$ cat src/rtl/icr_pkg.sv
package icr_pkg;

  // Offsets inside the indexed space
  localparam logic [7:0] OFS_CTRL  = 8'h00;
  localparam logic [7:0] OFS_ID_A  = 8'h08;
  localparam logic [7:0] OFS_ID_B  = 8'h09;
  localparam logic [7:0] OFS_ID_C  = 8'h0A;
  localparam logic [7:0] OFS_REV   = 8'h0B;
  localparam logic [7:0] OFS_NINE  = 8'h0D;
  localparam logic [7:0] OFS_CLKA  = 8'h13;

  // Fixed identification bytes
  localparam logic [7:0] ID_A_VAL  = 8'h16;
  localparam logic [7:0] ID_B_VAL  = 8'h C9;
  localparam logic [7:0] ID_C_VAL  = 8'h54;

  // Writable slots, in slot order
  localparam int unsigned NUM_WR_SLOTS = 3;
  typedef enum int unsigned {
    SLOT_CTRL = 0,
    SLOT_NINE = 1,
    SLOT_CLKA = 2
  } wr_slot_e;

  function automatic logic [7:0] slot_offset(input int unsigned slot);
    case (slot)
      SLOT_CTRL: slot_offset = OFS_CTRL;
      SLOT_NINE: slot_offset = OFS_NINE;
      default:   slot_offset = OFS_CLKA;
    endcase
  endfunction

  // Bit positions with a function
  localparam int unsigned CTRL_RDEN_BIT = 6;
  localparam int unsigned NINE_EN_BIT   = 0;

  // Address decode result
  typedef enum logic [1:0] {
    SEL_OTHER = 2'd0,
    SEL_WIN   = 2'd1,
    SEL_OFS   = 2'd2
  } bus_sel_e;

endpackage

$ cat src/rtl/icr_rst_sync.sv
module icr_rst_sync #(
  parameter int unsigned STAGES = 2
) (
  input  logic clk,
  input  logic rst_n,
  output logic rst_sync_n
);

  localparam int unsigned LAST = STAGES - 1;

  logic [LAST:0] sync_q;
  logic [LAST:0] sync_d;

  always_comb begin
    sync_d = {sync_q[LAST-1:0], 1'b1};
  end

  always_ff @(posedge clk or negedge rst_n) begin
    if (!rst_n) begin
      sync_q <= '0;
    end else begin
      sync_q <= sync_d;
    end
  end

  assign rst_sync_n = sync_q[LAST];

endmodule

$ cat src/rtl/icr_bus_decode.sv
module icr_bus_decode
  import icr_pkg::*;
#(
  parameter int unsigned ADDR_W   = 3,
  parameter logic [ADDR_W-1:0] WIN_ADDR = 3'b101,
  parameter logic [ADDR_W-1:0] OFS_ADDR = 3'b111
) (
  input  logic [ADDR_W-1:0] bus_addr,
  input  logic              bus_wr,
  input  logic              bus_rd,
  output bus_sel_e          sel,
  output logic              ofs_we,
  output logic              win_we,
  output logic              rd_fire
);

  always_comb begin
    if (bus_addr == OFS_ADDR) begin
      sel = SEL_OFS;
    end else if (bus_addr == WIN_ADDR) begin
      sel = SEL_WIN;
    end else begin
      sel = SEL_OTHER;
    end
  end

  always_comb begin
    ofs_we  = bus_wr && (sel == SEL_OFS);
    win_we  = bus_wr && (sel == SEL_WIN);
    rd_fire = bus_rd;
  end

endmodule

$ cat src/rtl/icr_regfile.sv
module icr_regfile
  import icr_pkg::*;
#(
  parameter int unsigned DATA_W = 8,
  parameter int unsigned NUM_WR = NUM_WR_SLOTS
) (
  input  logic                           clk,
  input  logic                           rst_n,
  input  logic                           ofs_we,
  input  logic                           win_we,
  input  logic [DATA_W-1:0]              wdata,
  output logic [DATA_W-1:0]              offset_q,
  output logic [NUM_WR-1:0][DATA_W-1:0]  slot_q
);

  logic [DATA_W-1:0] offset_d;

  // Offset register: next state, then storage
  always_comb begin
    offset_d = offset_q;
    if (ofs_we) begin
      offset_d = wdata;
    end
  end

  always_ff @(posedge clk or negedge rst_n) begin
    if (!rst_n) begin
      offset_q <= '0;
    end else begin
      offset_q <= offset_d;
    end
  end

  // One storage slot per writable indexed register
  for (genvar g = 0; g < NUM_WR; g++) begin : g_slot
    localparam logic [DATA_W-1:0] SLOT_OFS = DATA_W'(slot_offset(g));

    logic              hit;
    logic [DATA_W-1:0] slot_d;

    always_comb begin
      hit    = win_we && (offset_q == SLOT_OFS);
      slot_d = slot_q[g];
      if (hit) begin
        slot_d = wdata;
      end
    end

    always_ff @(posedge clk or negedge rst_n) begin
      if (!rst_n) begin
        slot_q[g] <= '0;
      end else begin
        slot_q[g] <= slot_d;
      end
    end
  end

endmodule

$ cat src/rtl/icr_read_mux.sv
module icr_read_mux
  import icr_pkg::*;
#(
  parameter int unsigned       DATA_W = 8,
  parameter int unsigned       NUM_WR = NUM_WR_SLOTS,
  parameter logic [DATA_W-1:0] REV_ID = 8'h01
) (
  input  logic                          clk,
  input  logic                          rst_n,
  input  bus_sel_e                      sel,
  input  logic                          rd_fire,
  input  logic [DATA_W-1:0]             offset_q,
  input  logic [NUM_WR-1:0][DATA_W-1:0] slot_q,
  input  logic [DATA_W-1:0]             std_rdata,
  output logic [DATA_W-1:0]             rdata_q
);

  logic [DATA_W-1:0] win_val;
  logic [DATA_W-1:0] rd_next;
  logic [DATA_W-1:0] rdata_d;
  logic              rd_unlock;

  // Value of the indexed register selected by the offset
  always_comb begin
    case (offset_q)
      DATA_W'(OFS_CTRL): win_val = slot_q[SLOT_CTRL];
      DATA_W'(OFS_ID_A): win_val = DATA_W'(ID_A_VAL);
      DATA_W'(OFS_ID_B): win_val = DATA_W'(ID_B_VAL);
      DATA_W'(OFS_ID_C): win_val = DATA_W'(ID_C_VAL);
      DATA_W'(OFS_REV):  win_val = REV_ID;
      DATA_W'(OFS_NINE): win_val = slot_q[SLOT_NINE];
      DATA_W'(OFS_CLKA): win_val = slot_q[SLOT_CLKA];
      default:           win_val = '0;
    endcase
  end

  always_comb begin
    rd_unlock = slot_q[SLOT_CTRL][CTRL_RDEN_BIT];
    case (sel)
      SEL_OFS: rd_next = offset_q;
      SEL_WIN: rd_next = rd_unlock ? win_val : std_rdata;
      default: rd_next = std_rdata;
    endcase
    rdata_d = rd_fire ? rd_next : rdata_q;
  end

  always_ff @(posedge clk or negedge rst_n) begin
    if (!rst_n) begin
      rdata_q <= '0;
    end else begin
      rdata_q <= rdata_d;
    end
  end

endmodule

$ cat src/rtl/icr_access_unit.sv
module icr_access_unit
  import icr_pkg::*;
#(
  parameter int unsigned       ADDR_W   = 3,
  parameter int unsigned       DATA_W   = 8,
  parameter logic [ADDR_W-1:0] WIN_ADDR = 3'b101,
  parameter logic [ADDR_W-1:0] OFS_ADDR = 3'b111,
  parameter logic [DATA_W-1:0] REV_ID   = 8'h01,
  parameter int unsigned       RST_STAGES = 2
) (
  input  logic              clk,
  input  logic              rst_n,
  input  logic [ADDR_W-1:0] bus_addr,
  input  logic              bus_wr,
  input  logic              bus_rd,
  input  logic [DATA_W-1:0] bus_wdata,
  input  logic [DATA_W-1:0] std_rdata,
  output logic [DATA_W-1:0] bus_rdata,
  output logic [DATA_W-1:0] ext_ctrl,
  output logic [DATA_W-1:0] nine_bit_mode,
  output logic [DATA_W-1:0] clk_alter,
  output logic              nine_bit_en
);

  localparam int unsigned NUM_WR = NUM_WR_SLOTS;

  logic                          rst_core_n;
  bus_sel_e                      sel;
  logic                          ofs_we;
  logic                          win_we;
  logic                          rd_fire;
  logic [DATA_W-1:0]             idx_offset;
  logic [NUM_WR-1:0][DATA_W-1:0] slot_q;

  icr_rst_sync #(
    .STAGES (RST_STAGES)
  ) i_rst_sync (
    .clk        (clk),
    .rst_n      (rst_n),
    .rst_sync_n (rst_core_n)
  );

  icr_bus_decode #(
    .ADDR_W   (ADDR_W),
    .WIN_ADDR (WIN_ADDR),
    .OFS_ADDR (OFS_ADDR)
  ) i_decode (
    .bus_addr (bus_addr),
    .bus_wr   (bus_wr),
    .bus_rd   (bus_rd),
    .sel      (sel),
    .ofs_we   (ofs_we),
    .win_we   (win_we),
    .rd_fire  (rd_fire)
  );

  icr_regfile #(
    .DATA_W (DATA_W),
    .NUM_WR (NUM_WR)
  ) i_regfile (
    .clk      (clk),
    .rst_n    (rst_core_n),
    .ofs_we   (ofs_we),
    .win_we   (win_we),
    .wdata    (bus_wdata),
    .offset_q (idx_offset),
    .slot_q   (slot_q)
  );

  icr_read_mux #(
    .DATA_W (DATA_W),
    .NUM_WR (NUM_WR),
    .REV_ID (REV_ID)
  ) i_read_mux (
    .clk       (clk),
    .rst_n     (rst_core_n),
    .sel       (sel),
    .rd_fire   (rd_fire),
    .offset_q  (idx_offset),
    .slot_q    (slot_q),
    .std_rdata (std_rdata),
    .rdata_q   (bus_rdata)
  );

  assign ext_ctrl      = slot_q[SLOT_CTRL];
  assign nine_bit_mode = slot_q[SLOT_NINE];
  assign clk_alter     = slot_q[SLOT_CLKA];
  assign nine_bit_en   = slot_q[SLOT_NINE][NINE_EN_BIT];

endmodule

$ cat config.mk
export PLATFORM = sky130hd
export DESIGN_NAME = icr_access_unit
export DESIGN_NICKNAME = d
export VERILOG_FILES = /design/src/rtl/icr_pkg.sv /design/src/rtl/icr_rst_sync.sv /design/src/rtl/icr_bus_decode.sv /design/src/rtl/icr_regfile.sv /design/src/rtl/icr_read_mux.sv /design/src/rtl/icr_access_unit.sv
export SDC_FILE = /design/constraint.sdc
export NUM_CORES = 1
export LEC_CHECK = 0
export ABC_AREA = 0
export BUFFER_PORTS_ARGS = -buffer_cell sky130_fd_sc_hd__buf_2
export CORE_ASPECT_RATIO = 1.75
export CORE_MARGIN = 1
export CORE_UTILIZATION = 40
export CTS_CLUSTER_DIAMETER = 60
export DETAILED_ROUTE_END_ITERATION = 8
export PLACE_DENSITY_LB_ADDON = 0.12
export REMOVE_ABC_BUFFERS = 1
export SLEW_MARGIN = 40
export SYNTH_ARGS = -nofsm -noshare
export SYNTH_HDL_FRONTEND = slang
export SYNTH_SLANG_ARGS = --single-unit
$ cat constraint.sdc
create_clock -name clk -period 3.05 [get_ports clk]
set_input_delay 0 -clock clk [delete_from_list [all_inputs] [get_ports clk]]
set_output_delay 0 -clock clk [all_outputs]
set_load 0.05 [all_outputs]
After elaboration in Yosys (flattened, before gate mapping)
Index checks and enable logic that the tools add are counted.

Register bits: 42. Input bits: 23. Output and inout port bits: 33. Word-level logic and storage cells: 27.

Eq/ne operators: 10. Mux-type cells: 5. Reductions and logical operators: 6.

Operator list (number): 8-bit one-hot mux with 7 select lines (1); 8-bit by 4-bit == test with 1-bit output (second input constant) (5); 8-bit one-hot mux with 2 select lines (1); 8-bit by 5-bit == test with 1-bit output (second input constant) (1); 8-bit logical NOT (1); 8-bit two-way mux (1); 3-bit == test (second input constant) (2); 1-bit logical AND (5); 2-bit by 1-bit == test with 1-bit output (second input constant) (1); 2-bit == test (second input constant) (1); 2-bit two-way mux (1); 1-bit two-way mux (1).

Logic depth before layout (Yosys ltp)
Gate-level depths: netlist of the first run.

Depth in word-level cells: 6. Mapped depth: 7.

Hierarchy
A second synthesis of the first run with hierarchy kept.

Cell total of the unflattened synthesis: 206. Area, all modules: 2309.7 um^2.

Modules (own cells, without submodules): icr_regfile (instances 1, cells each 74, area each 1281.2 um^2, seq. area each 800.8 um^2); icr_read_mux (instances 1, cells each 123, area each 923.4 um^2, seq. area each 200.2 um^2); icr_rst_sync (instances 1, cells each 3, area each 53.8 um^2, seq. area each 50.0 um^2); icr_bus_decode (instances 1, cells each 5, area each 43.8 um^2, seq. area each 0.0 um^2); icr_access_unit (instances 1, cells each 1, area each 7.5 um^2, seq. area each 0.0 um^2).

Worst setup path after synthesis of the first run
Ideal clock, no wire load.

Path kind: reg2reg. From: register i_regfile.offset_q[5]. To: register i_regfile.slot_q[0] (netlist bit). Library setup time: 125 ps. Arrival: 1927 ps. Path slack: 998 ps. Stages on the path, launching flop included: 7. Buffers on the path: 2. Clock period less this slack: 2052 ps. Path through: dfrtp_1 > or4_4 > buf_6 > nor3_4 > and3_4 > buf_12 > mux2_4.

Word-level cells in the longest chain between the ends: 2.

RTL lines: start: declaration (line icr_regfile.sv:12) `output logic [DATA_W-1:0] offset_q,`; start signal: assignment (line icr_regfile.sv:30) `offset_q <= offset_d;`; 8-bit logical NOT (line icr_regfile.sv:42) `hit = win_we && (offset_q == SLOT_OFS);`; 1-bit logical AND (line icr_regfile.sv:42); end signal: indexed assignment (line icr_regfile.sv:53) `slot_q[g] <= slot_d;`; end: declaration (line icr_regfile.sv:13) `output logic [NUM_WR-1:0][DATA_W-1:0] slot_q`.

Every way passes these cells. A chain may end at the register's enable or synchronous reset.

Final worst setup path of the first run
From: register i_regfile.offset_q[5]. To: register i_regfile.slot_q[11] (netlist bit).

Word-level cells in the longest chain between the ends: 2.

RTL lines (line): 8-bit by 4-bit == test with 1-bit output (icr_regfile.sv:42); 1-bit logical AND (icr_regfile.sv:42).

Every way passes these cells.

==> results.yml, run 1 <==
run_status:
  status: "complete, no violations"
critical_path:
  r2r_cells: 4
  max_stage_delay_ps: 620
  start_kind: "flop"
  crit_arrival_ps: 2480
  critical_path_class: "reg -> reg"
  path_cells: "or4_4, nor3_4, and3_1, mux2_2"
  crit_end: "i_regfile.slot_q[11]"
  cp_slowest_cell: "or4_4"
  cp-end-kind: "flop"
  r2r-start: "i_regfile.offset_q[5]"
  path_max_fanout: 9
  reg2reg_to: "i_regfile.slot_q[11]"
  critPathLaunch: "i_regfile.offset_q[5]"
  rrSetupSlack_ps: 760
  critPathRequiredTime_ps: 3230
die:
  dieWidth_microns: 56.3
  initial_core_util: 0.415
  boundaryPins: 56
  dieArea_sq_um: 5460
  die_y_microns: 97.0
  rows: 34
  coreArea_sq_um: 4980
place:
  gp_congestion: 0.862
  io_buffers: 55
  hpwl_mm: 3.75
  place_area_sq_um: 2340
grt:
  grt_util_met2: 0.353
  grt_first_pass_wirelength_mm: 8.47
  top_usage_layer: "met2"
  gr-total-overflow: 0
  globalRouteMet3Util: 0.0307
  met1_usage: 0.239
  antenna_found_initial: 0
  grt_max_degree: 41
  grt_pass1_vias: 1696
  grt.total_usage: 0.201
min_path:
  hold_class: "in -> reg"
timing:
  period_minus_slack_ps: 2290
  setup_viol: 0
  slew_headroom: 0.499
  rsz0062_at_grt: "false"
  clock.fmax_ghz: 0.436
  tightest_slew_ps: 746
  finalHoldViolCount: 0
  final.setup.tns_ps: 0
  fin_skew_ps: 6.96
  slew_violations: 0
  fin_crit_sh: 0.752
  holdWs_ps: 21.3
clock_tree:
  numCtsBuffers: 5
  cts_setup_buffers: 0
  clk_pin_slew_ps: 80
  htreeDepth: 2
  ctsResizeCount: 0
  cts_buffer_depth: 2
  cts_tree: "yes"
  clock_latency_ps: 300
  root_buffer: "clkbuf_8"
  clock_sinks: 42
cells_and_area:
  diodes: 0
  area_growth_pct: 22.9
  seqCellArea_sq_um: 1050
  multiInputGateArea_sq_um: 921
  layout-drive-gt1-share: 0.441
  nNetsFinal: 249
  fillers: 465
  fin_area_sq_um: 2540
logic_synthesis:
  synth_edf_count: 0
  synth_cell_type_count: 34
  netlist_instances: 164
  synthArstFlopShare: 1.00
  synthFlopType: "dfrtp_1"
  postSynthAreaPerCell_sq_um: 12.6
  yosysSeqAreaShare: 0.509
  synth-seq-cells: 42
  synth_area_sq_um: 2060
  ys_warn_count: 0
drt:
  wire_per_inst_microns: 18.3
  drt-pass1-iter-count: 4
  num_vias: 1596
  viasPerCell: 5.68
  drc: 0
  detail-route-antenna-nets: 0
  drtIter0Drc: 55
  wl_mm: 5.14
flow_run:
  max_cap_violations: 0
pwr:
  peakVddDrop_v: 0.000336
  p_leak_uw: 0.00121
  power_density_nw_per_um2: 576
-- metrics by stage --
step / setup slack [ps] / total power, uW / util / cells
2_1_floorplan: 987 / 930 / - / 154
5_1_grt: 647 / 1520 / 0.510 / 281
3_5_place_dp: 769 / 1030 / 0.470 / 264
3_3_place_gp: 841 / 1020 / 0.470 / 264
4_1_cts: 753 / 1480 / 0.510 / 281
6_report: 757 / 1460 / 0.510 / 281
-- cell usage in the layout (no fill, tap or decap) --
cell type	instances
a211oi_1	1
a21oi_1	8
a222oi_1	3
a22oi_1	11
a32oi_1	3
and3_1	2
and3_4	1
buf_2	55
buf_4	1
bufinv_16	1
clkbuf_1	2
clkbuf_8	5
conb_1	1
dfrtp_1	42
dlygate4sd3_1	9
inv_1	5
mux2_2	23
mux2_4	7
nand2_1	18
nand3_1	2
nand3_4	1
nor2_1	2
nor3_1	1
nor3_4	2
nor3b_4	1
nor4_4	1
o211ai_1	1
o21ai_0	4
o22a_1	8
o22ai_1	1
o311ai_4	1
or3_1	2
or4_4	1
xnor2_1	1
-- state kept, by name, indices dropped and copies added, names as in the netlist --
register	cells
i_rst_sync.sync_q	2
i_regfile.slot_q	24
i_regfile.offset_q	8
i_read_mux.rdata_q	8
-- layer usage --
metal,vias to the layer above,share of wire
met5,-,0
met4,0,0.019
met3,11,0.042
met2,51,0.53
met1,795,0.41
li1,739,-
-- cell type report --
| class | count | area share |
|---|---|---|
| timing repair buffer | 65 | 0.147 |
| multi-input combinational | 107 | 0.363 |
| clock inverter | 1 | 0.0118 |
| inverter | 5 | 0.00740 |
| sequential | 42 | 0.414 |
| tap | 54 | 0.0266 |
| clock buffer | 7 | 0.0301 |
-- synth_stat cells, types with 3 or more instances --
cell / count / area share
a222oi_1: 3 / 0.015
a21oi_1: 8 / 0.019
dfrtp_1: 42 / 0.51
a32oi_1: 3 / 0.013
mux2_2: 23 / 0.13
mux2_4: 7 / 0.051
o22a_1: 8 / 0.034
inv_1: 5 / 0.0091
o21ai_0: 4 / 0.0097
clkbuf_1: 3 / 0.0055
a22oi_1: 11 / 0.040
nand2_1: 18 / 0.033
-- how the worst min path moves through the flow --
stage / from / cells past startpoint / slack [ps] / to
floorplan: rst_n / 0 / -300 / i_rst_sync.sync_q[0]
global placement: rst_n / 1 / -220 / i_rst_sync.sync_q[0]
detailed placement: rst_n / 1 / -210 / i_rst_sync.sync_q[1]
CTS: bus_wdata[6] / 2 / 10 / i_regfile.slot_q[6]
global route: bus_wdata[6] / 2 / 30 / i_regfile.slot_q[14]
finish: bus_wdata[6] / 2 / 20 / i_regfile.slot_q[14]
-- cells by family (layout without fill, tap and decap cells) --
group / Yosys count / after routing / synth area share
AOI/OAI and AO/OA: 41 / 41 / 0.153
and+or+nand+nor: 34 / 34 / 0.110
muxes: 30 / 30 / 0.176
DFF: 42 / 42 / 0.509
other: 1 / 1 / 0.00182
xor gates and xnor gates: 1 / 1 / 0.00424
buffers and inverters: 15 / 78 / 0.0448
-- critical path: cells and delay by family, from the launching register on --
kind,cells,cell delay [ps]
flops,1,410
mux,1,380
simple gates,3,1370
-- power breakdown --
group          switching [uW]  internal (uW)  leakage [uW]  total (uW)
Combinational             221            119      0.000629         340
Clock                     187            245     0.0000524         432
Sequential               76.0            614      0.000532         690
-- repair_timing --
action                     in CTS  in global routing
hold endpoints to repair       25                  0
setup endpoints to repair       0                  0
hold buffers                    9                  0
No activity file was read; power rests on OpenSTA's default activity.
==> run 2, diff against run 1 <==
--- a/config.mk
+++ b/config.mk
@@ -5,7 +5,7 @@
 export SDC_FILE = /design/constraint.sdc
 export NUM_CORES = 1
 export LEC_CHECK = 0
-export ABC_AREA = 0
+export ABC_AREA = 1
 export BUFFER_PORTS_ARGS = -buffer_cell sky130_fd_sc_hd__buf_2
 export CORE_ASPECT_RATIO = 1.75
 export CORE_MARGIN = 1
==> constraint.sdc (replaced) <==
create_clock -name clk -period 1.9 [get_ports clk]
set_input_delay 0 -clock clk [delete_from_list [all_inputs] [get_ports clk]]
set_output_delay 0 -clock clk [all_outputs]
set_load 0.05 [all_outputs]
==> run 2 against run 1 <==
The flow now finishes with violations (DRC). Flip-flop and latch count unchanged. Sequential share of layout area decreased by 2.7 points. Fmax increased by 41%. Largest cell class unchanged.
==> results.yml, run 2 <==
clock_tree:
  cts_buffer_depth: 2
  cts_tree: "yes"
  root_buffer: "clkbuf_8"
  ctsResizeCount: 0
  clock_latency_ps: 300
  htreeDepth: 2
  clock_sinks: 42
  clk_pin_slew_ps: 90
  numCtsBuffers: 5
pwr:
  p_sw_uw: 1020
  peakVddDrop_v: 0.000466
  power_density_nw_per_um2: 1010
  swShare: 0.372
  p_leak_uw: 0.00139
  internal_power_uw: 1720
  p_clk_frac: 0.315
  comb_power_share: 0.275
  power_frac_seq: 0.410
grt:
  globalRouteMet3Util: 0.0322
  grt_first_pass_wirelength_mm: 8.91
  top_usage_layer: "met2"
  grt_max_degree: 41
  grt_pass1_vias: 1828
  antenna_found_initial: 0
  grt.total_usage: 0.202
  met1_usage: 0.247
  gr-total-overflow: 0
  grt_util_met2: 0.347
critical_path:
  cp-end-kind: "flop"
  critPathRequiredTime_ps: 2140
  start_kind: "flop"
  path_max_fanout: 8
  critical_path_class: "reg -> reg"
  crit_arrival_ps: 1860
  r2r_cells: 10
die:
  dieArea_sq_um: 5810
  boundaryPins: 56
  initial_core_util: 0.415
  die_y_microns: 100
  dieWidth_microns: 58.1
  rows: 35
  coreArea_sq_um: 5300
drt:
  drtIter0Drc: 39
  drc: 4
  drt-pass1-iter-count: 6
  wire_per_inst_microns: 13.5
  wl_mm: 5.43
  detail-route-antenna-nets: 0
  num_vias: 1942
  viasPerCell: 4.84
logic_synthesis:
  yosysSeqAreaShare: 0.478
  synth_edf_count: 0
  synth_area_sq_um: 2200
  synthFlopType: "dfrtp_1"
  synthArstFlopShare: 1.00
  synth_area_leader_cell: "dfrtp_1"
  synth.area.top_cells: "dfrtp_1 (48%), nand2_1 (14%), o21ai_0 (4.8%)"
  synth_cell_type_count: 27
  synth.most_common_cell: "nand2_1"
  ys_warn_count: 0
  netlist_instances: 264
  postSynthAreaPerCell_sq_um: 8.34
  synth.top_cells.by_count: "nand2_1 (82), dfrtp_1 (42), nor2_1 (22)"
  synth-seq-cells: 42
  synth_top_area_frac: 0.478
timing:
  period_minus_slack_ps: 1620
  setup_viol: 0
  fin_crit_sh: 0.854
  clock.fmax_ghz: 0.616
  slew_violations: 0
  finalHoldViolCount: 0
  final.setup.tns_ps: 0
  rsz0062_at_grt: "false"
  tightest_slew_ps: 538
  fin_skew_ps: 5.02
  slew_headroom: 0.640
cells_and_area:
  final_util: 0.512
  reg_top3: "i_regfile.slot_q (24), i_read_mux.rdata_q (8), i_regfile.offset_q (8)"
  area_growth_pct: 23.3
  largest_reg_flops: 24
  diodes: 0
  nNetsFinal: 349
  layout-drive-gt1-share: 0.287
  regMostFlops: "i_regfile.slot_q"
  most-common-layout-cells: "nand2_1 (82), buf_2 (55), dfrtp_1 (42)"
  final_common_cell: "nand2_1"
run_status:
  status: "complete, but fails checks"
  violations: "DRC"
place:
  io_buffers: 55
  gp_congestion: 0.983
  hpwl_mm: 4.04
min_path:
  min_path_cells: 3
  hold_class: "in -> reg"
flow_run:
  max_cap_violations: 0
-- run 2: worst paths after layout --
path	endpoint	start	slack (ps)
setup / recovery	i_read_mux.rdata_q[5]	i_regfile.offset_q[2]	280
hold / removal	i_regfile.slot_q[18]	bus_wdata[2]	2
setup reg to reg	i_read_mux.rdata_q[5]	i_regfile.offset_q[2]	280
hold reg to reg	i_regfile.slot_q[11]	i_rst_sync.sync_q[1]	320
max in group asynchronous	i_regfile.slot_q[7]	i_rst_sync.sync_q[1]	1230
min in group asynchronous	i_regfile.slot_q[11]	i_rst_sync.sync_q[1]	320
-- run 2: metrics by stage --
stage	worst slack, ps	cells	area, sq um	hold slack [ps]	total power, uW
after floorplan	393	255	2120	-296	1680
after global placement	279	385	2500	-215	1890
after detailed placement	289	385	2500	-213	1890
after CTS	265	401	2710	4.45	2770
after global routing	126	401	2710	13.1	2880
final	277	401	2710	1.55	2750
-- run 2: worst max-delay path, cell delays in order (launching register included) --
cell and delay (ps):
dfrtp_1 470, inv_2 90, nand2_2 50, nor2_2 280
and2_4 240, nand2_2 40, nand3_1 80, nand2_1 60
nand2_1 70, nand2_1 50, a21oi_2 120
-- run 2: cell type report --
class | count | area (sq um)
Multi-Input combinational cell | 192 | 991
Fill cell | 558 | 2580
Sequential cell | 42 | 1050
Timing Repair Buffer | 64 | 363
Inverter | 21 | 78.8
Clock buffer | 5 | 68.8
Tap cell | 74 | 92.6
Clock inverter | 3 | 68.8
-- run 2: timing repair --
action | 4_1_cts | 5_1_grt
buffers inserted | 0 | 0
hold buffers | 8 | 0
hold endpoints to repair | 9 | 0
-- run 2: power groups by stage --
| stage | Combinational, uW | Sequential (uW) | Clock (uW) |
|---|---|---|---|
| finish | 756 | 1130 | 867 |
| global route | 820 | 1140 | 919 |
| CTS | 762 | 1130 | 882 |
| detailed placement | 747 | 1150 | 0 |
| global placement | 744 | 1140 | 0 |
| floorplan | 293 | 1390 | 0 |
-- run 2: kinds of logic (layout without fill, tap and decap cells) --
kind of cell	count (synthesis)	after routing	share of synthesized area
other	1	1	0.00170
and+or+nand+nor	143	143	0.305
buffers and inverters	30	93	0.0722
AOI/OAI and AO/OA	48	48	0.143
DFF	42	42	0.478
-- run 2: metal layers --
metal	vias up	wire length (microns)
met1	893	2250
met2	54	2870
met4	0	115
met3	8	198
li1	987	-
met5	-	0
